<file path="config.mk">
export PLATFORM = sky130hd
export DESIGN_NAME = camChainBus
export DESIGN_NICKNAME = d
export VERILOG_FILES = /design/src/rtl/camBusPkg.sv /design/src/rtl/camSync.sv /design/src/rtl/camBusCtrl.sv /design/src/rtl/camBusDatapath.sv /design/src/rtl/camChainBus.sv
export SDC_FILE = /design/constraint.sdc
export NUM_CORES = 1
export LEC_CHECK = 0
export BUFFER_PORTS_ARGS = -buffer_cell sky130_fd_sc_hd__buf_2
export CAP_MARGIN = 10
export CORE_AREA = 2 2 58 60
export CTS_CLUSTER_DIAMETER = 50
export DETAILED_ROUTE_END_ITERATION = 8
export DIE_AREA = 0 0 60 62
export HOLD_SLACK_MARGIN = 0.1
export MAX_ROUTING_LAYER = met4
export PLACE_DENSITY = 0.8
export SLEW_MARGIN = 40
export SYNTH_ARGS = -nofsm -noshare
export SYNTH_HDL_FRONTEND = slang
export SYNTH_SLANG_ARGS = --single-unit
</file>
<file path="constraint.sdc">
create_clock -name clk -period 4.6 [get_ports clk]
set_input_delay 1.38 -clock clk [delete_from_list [all_inputs] [get_ports clk]]
set_output_delay 1.38 -clock clk [all_outputs]
set_load 0.1 [all_outputs]
</file>
<file path="src/rtl/camBusPkg.sv">
package camBusPkg;
  localparam int BUS_W = 16;

  // Strobes the control half sends to the datapath every clock
  typedef struct packed {
    logic fall;   // strobe went low this cycle
    logic rise;   // strobe went high this cycle
    logic wrN;    // latched write select
    logic cmdN;   // latched command select
    logic ecN;    // latched chain-enable request
  } busStrobe_t;
endpackage

</file>
<file path="src/rtl/camSync.sv">
module camSync #(
  parameter int W = 4,
  parameter int STAGES = 2,
  parameter logic [W-1:0] RST_VAL = '1
) (
  input  logic         clk,
  input  logic         rstN,
  input  logic [W-1:0] asyncIn,
  output logic [W-1:0] syncOut
);
  logic [W-1:0] stage [STAGES];

  genvar g;
  generate
    for (g = 0; g < STAGES; g++) begin : gStage
      always_ff @(posedge clk or negedge rstN) begin
        if (!rstN) stage[g] <= RST_VAL;
        else if (g == 0) stage[g] <= asyncIn;
        else stage[g] <= stage[(g == 0) ? 0 : g - 1];
      end
    end
  endgenerate

  assign syncOut = stage[STAGES-1];
endmodule

</file>
<file path="src/rtl/camBusCtrl.sv">
module camBusCtrl
  import camBusPkg::*;
#(
  parameter int SYNC_STAGES = 2
) (
  input  logic       clk,
  input  logic       rstN,
  input  logic       enN,
  input  logic       wrN,
  input  logic       cmdN,
  input  logic       ecN,
  output busStrobe_t strb
);
  localparam int NSIG = 4;

  logic [NSIG-1:0] syncVec;
  logic enPrev, enS, wrS, cmdS, ecS;
  logic wrLat, cmdLat, ecLat;
  logic fall, rise;

  camSync #(.W(NSIG), .STAGES(SYNC_STAGES), .RST_VAL('1)) u_sync (
    .clk(clk), .rstN(rstN),
    .asyncIn({enN, wrN, cmdN, ecN}),
    .syncOut(syncVec)
  );

  assign {enS, wrS, cmdS, ecS} = syncVec;
  assign fall = enPrev & ~enS;
  assign rise = ~enPrev & enS;

  always_ff @(posedge clk or negedge rstN) begin
    if (!rstN) begin
      enPrev <= 1'b1;
      wrLat  <= 1'b1;
      cmdLat <= 1'b1;
      ecLat  <= 1'b1;
    end else begin
      enPrev <= enS;
      if (fall) begin
        wrLat  <= wrS;
        cmdLat <= cmdS;
        ecLat  <= ecS;
      end
    end
  end

  always_comb begin
    strb.fall = fall;
    strb.rise = rise;
    strb.wrN  = wrLat;
    strb.cmdN = cmdLat;
    strb.ecN  = ecLat;
  end
endmodule

</file>
<file path="src/rtl/camBusDatapath.sv">
module camBusDatapath
  import camBusPkg::*;
#(
  parameter int DW = BUS_W
) (
  input  logic          clk,
  input  logic          rstN,
  input  busStrobe_t    strb,
  input  logic [DW-1:0] dataIn,
  input  logic [DW-1:0] readData,
  input  logic          cfgChange,
  input  logic          localMatch,
  input  logic          flagEnable,
  input  logic          matchInN,
  output logic [DW-1:0] dataOut,
  output logic          dataOe,
  output logic          cycleActive,
  output logic [1:0]    cycleKind,
  output logic          wrStrobe,
  output logic [DW-1:0] wrData,
  output logic          segClk,
  output logic          matchFlagN,
  output logic          selected
);
  logic active, chainOn;
  logic hit;

  always_ff @(posedge clk or negedge rstN) begin
    if (!rstN) begin
      active   <= 1'b0;
      chainOn  <= 1'b0;
      segClk   <= 1'b0;
      wrStrobe <= 1'b0;
      wrData   <= '0;
    end else begin
      segClk   <= strb.rise;
      wrStrobe <= strb.rise & ~strb.wrN;
      if (strb.rise && !strb.wrN) wrData <= dataIn;
      if (strb.fall) active <= 1'b1;
      else if (strb.rise) active <= 1'b0;
      if (cfgChange) chainOn <= 1'b0;
      else if (strb.rise) chainOn <= ~strb.ecN;
    end
  end

  assign hit         = flagEnable & localMatch;
  assign matchFlagN  = chainOn ? ~(hit | ~matchInN) : 1'b1;
  assign selected    = chainOn & hit & matchInN;
  assign cycleActive = active;
  assign cycleKind   = {strb.wrN, strb.cmdN};
  assign dataOe      = active & strb.wrN;
  assign dataOut     = readData;
endmodule

</file>
<file path="src/rtl/camChainBus.sv">
module camChainBus
  import camBusPkg::*;
#(
  parameter int DW = BUS_W,
  parameter int SYNC_STAGES = 2
) (
  input  logic          clk,
  input  logic          rstN,
  input  logic          enN,
  input  logic          wrN,
  input  logic          cmdN,
  input  logic          ecN,
  input  logic [DW-1:0] dataIn,
  input  logic [DW-1:0] readData,
  input  logic          cfgChange,
  input  logic          localMatch,
  input  logic          flagEnable,
  input  logic          matchInN,
  output logic [DW-1:0] dataOut,
  output logic          dataOe,
  output logic          cycleActive,
  output logic [1:0]    cycleKind,
  output logic          wrStrobe,
  output logic [DW-1:0] wrData,
  output logic          segClk,
  output logic          matchFlagN,
  output logic          selected
);
  busStrobe_t strb;

  camBusCtrl #(.SYNC_STAGES(SYNC_STAGES)) u_ctrl (
    .clk(clk), .rstN(rstN), .enN(enN), .wrN(wrN), .cmdN(cmdN), .ecN(ecN),
    .strb(strb)
  );

  camBusDatapath #(.DW(DW)) u_dp (
    .clk(clk), .rstN(rstN), .strb(strb), .dataIn(dataIn), .readData(readData),
    .cfgChange(cfgChange), .localMatch(localMatch), .flagEnable(flagEnable),
    .matchInN(matchInN), .dataOut(dataOut), .dataOe(dataOe),
    .cycleActive(cycleActive), .cycleKind(cycleKind), .wrStrobe(wrStrobe),
    .wrData(wrData), .segClk(segClk), .matchFlagN(matchFlagN), .selected(selected)
  );
endmodule

</file>
==> impl_metrics.tcl <==
set metrics [dict create \
    worstMarginPinSlew_ns 0.683 \
    grt_pass1_vias 790 \
    finalSetupViolations 0 \
    ir_worst_vdd_mv 0.341 \
    cp-endpoint "matchFlagN" \
    fillers 285 \
    coreArea_mm2 0.00318 \
    drv_cap 0 \
    gr-total-overflow 0 \
    regArea_um2 816 \
    place_congestion 0.643 \
    ys_seq_elements 32 \
    yosysSeqAreaShare_pct 61.5 \
    min_period_ns 3.47 \
    ant_nets 0 \
    grt_max_degree 33 \
    cts_tree "built" \
    cp-startpoint "flagEnable" \
    r2r_cells 3 \
    die_h_um 62 \
    slew_violations 0 \
    track_usage_pct 13.6 \
    fin_tns_setup_ns 0 \
    worstReg2RegStart "u_ctrl.u_sync.syncOut[3]" \
    synth_fp_nets 128 \
    cts_buffers 5 \
    die_w_um 60 \
    synth_area_mm2 0.00133 \
    grt_pass1_wl_mm 3.37 \
    totalWireLength_mm 2.11 \
    power.density_mw_per_mm2 658 \
    finalCritPeriodShare_pct 75.4 \
    ys_types 15 \
    critPathCaptureType "output port" \
    cp.arrival_ns 2.09 \
    start_util_pct 41.7 \
    drive_gt1_share_pct 74.4 \
    whs_ns 0.358 \
    root_buffer "clkbuf_4" \
    first_pass_iters 2 \
    drc 0 \
    htreeDepth 2 \
    clock_sinks 32 \
    clock_skew_ns 0.00445 \
    multi_input_area_um2 337 \
    postCtsSetupBuffers 0 \
    holdCritPathClass "reg -> reg" \
    yosysTopAreaCell "dfrtp_1" \
    syn2layout_area_growth_pct 15.5 \
    synth_top_area_share_pct 37.7 \
    clk_pin_slew_ns 0.09 \
    clockBufferDepth 2 \
    worstPathMaxFanout 2 \
    ys_warn_count 0 \
    antenna_cells 0 \
    hold_violations 0 \
    total_leakage_power_nw 0.753 \
    drtIter0Drc 9 \
    hpwl_mm 1.53 \
    setup.worst_path.class "in -> out" \
    final_nets 164 \
    syn_inst 84 \
    antenna_found_initial 0 \
    dieArea_mm2 0.00372 \
    vias 735 \
    io_pins 82 \
    via_per_inst 4.40 \
    max_freq_mhz 288 \
    synth_area_leaders "dfrtp_1, dfstp_2, buf_4, mux2_4, mux2_2" \
    status "completed" \
    std_cell_rows 21 \
    r2r_end "u_dp.wrData[2]" \
    wl_per_cell_um 12.6 \
    cts-resized-gates 0 \
    required_ns 3.22 \
    relSlewSlack_pct 54.5 \
    reg2reg_slack_ns 2.80 \
    start_kind "input pin" \
    clk_latency_ns 0.31 \
    rsz0062_at_grt "false" \
    avgSynthCellArea_um2 15.8 \
    postCtsHoldBufs 0 \
    port_buffers 49 \
]
[critical path: stages]
cell	delay (ns)
buf_2	0.09
nand2_1	0.08
a21bo_2	0.12
buf_2	0.41
[how the worst min path moves through the flow]
stage	startpoint	endpoint	slack, ns	cells after the start
6_report	u_ctrl.u_sync.stage[6]	u_ctrl.u_sync.syncOut[2]	0.36	0
5_1_grt	u_ctrl.u_sync.stage[6]	u_ctrl.u_sync.syncOut[2]	0.36	0
4_1_cts	u_ctrl.u_sync.stage[6]	u_ctrl.u_sync.syncOut[2]	0.36	0
3_5_place_dp	u_ctrl.u_sync.stage[5]	u_ctrl.u_sync.syncOut[1]	0.35	0
3_3_place_gp	u_ctrl.u_sync.stage[4]	u_ctrl.u_sync.syncOut[0]	0.35	0
2_1_floorplan	u_ctrl.u_sync.stage[4]	u_ctrl.u_sync.syncOut[0]	0.35	0
[metrics by stage]
stage | instance area [µm²] | instances | power (mW) | util [%] | setup WS (ns)
after floorplan | 1330 | 84 | 0.836 | - | 0.523
after global placement | 1460 | 159 | 0.832 | 46.0 | 1.15
after detailed placement | 1460 | 159 | 0.840 | 46.0 | 1.13
after CTS | 1530 | 167 | 1.02 | 48.2 | 1.13
after global routing | 1530 | 167 | 1.06 | 48.2 | 1.10
final | 1530 | 167 | 1.01 | 48.2 | 1.13
[Yosys cell counts]
cell type	number
buf_4	18
buf_6	1
dfstp_2	12
and2_1	1
nand2_1	2
nor2b_4	1
nor2_1	2
a21bo_2	1
buf_12	1
inv_1	2
mux2_4	9
ha_1	2
dfrtp_1	20
a211oi_1	1
mux2_2	11
[cell families (layout without fill, tap and decap cells)]
| logic type | Yosys count | count (layout) | synth area share (%) |
|---|---|---|---|
| DFF | 32 | 32 | 61.5 |
| buffers and inverters | 22 | 59 | 13.1 |
| muxes | 20 | 20 | 19.5 |
| and+or+nand+nor | 6 | 6 | 2.64 |
| adders and majority gates | 2 | 2 | 1.89 |
| AOI/OAI and AO/OA | 2 | 2 | 1.32 |
[where the power goes]
group	total, mW	internal, mW	switching [mW]
combinational	0.469	0.0873	0.382
clock	0.174	0.0899	0.0843
sequential	0.363	0.337	0.0269
total	1.01	0.514	0.493
[routing by layer]
metal / wire length [µm] / part of all wire [%] / track usage (%)
met2: 1140 / 54 / 22.4
met3: 206 / 9.8 / 7.45
met5: 0 / 0 / -
met4: 16 / 0.76 / 6.35
met1: 750 / 36 / 13.2
[flip-flops by register name, summed over array words and instances (netlist names)]
| signal | cells |
|---|---|
| u_ctrl.u_sync.syncOut | 4 |
| u_ctrl.wrLat | 1 |
| u_dp.wrStrobe | 1 |
| u_dp.segClk | 1 |
| u_ctrl.ecLat | 1 |
| u_dp.cycleActive | 1 |
| u_ctrl.enPrev | 1 |
| u_ctrl.cmdLat | 1 |
| u_dp.chainOn | 1 |
| u_dp.wrData | 16 |
| u_ctrl.u_sync.stage | 4 |
[cell type report]
cell class              count  share of cell area [%]
flip-flops and latches     32                    53.3
well taps                  46                    3.76
clock buffers               8                    4.49
inverters                   2                   0.490
multi-input cells          30                    22.0
repair buffers             49                    16.0
[cells in the final DEF, fill, tap and decap left out]
master / instances
a211oi_1: 1
a21bo_2: 1
and2_1: 1
buf_2: 49
clkbuf_1: 1
clkbuf_4: 5
clkbuf_8: 2
dfrtp_1: 20
dfstp_2: 12
ha_1: 2
inv_1: 2
mux2_2: 11
mux2_4: 9
nand2_1: 2
nor2_1: 2
nor2b_4: 1
Note: power is estimated with default switching activity, not from simulation.
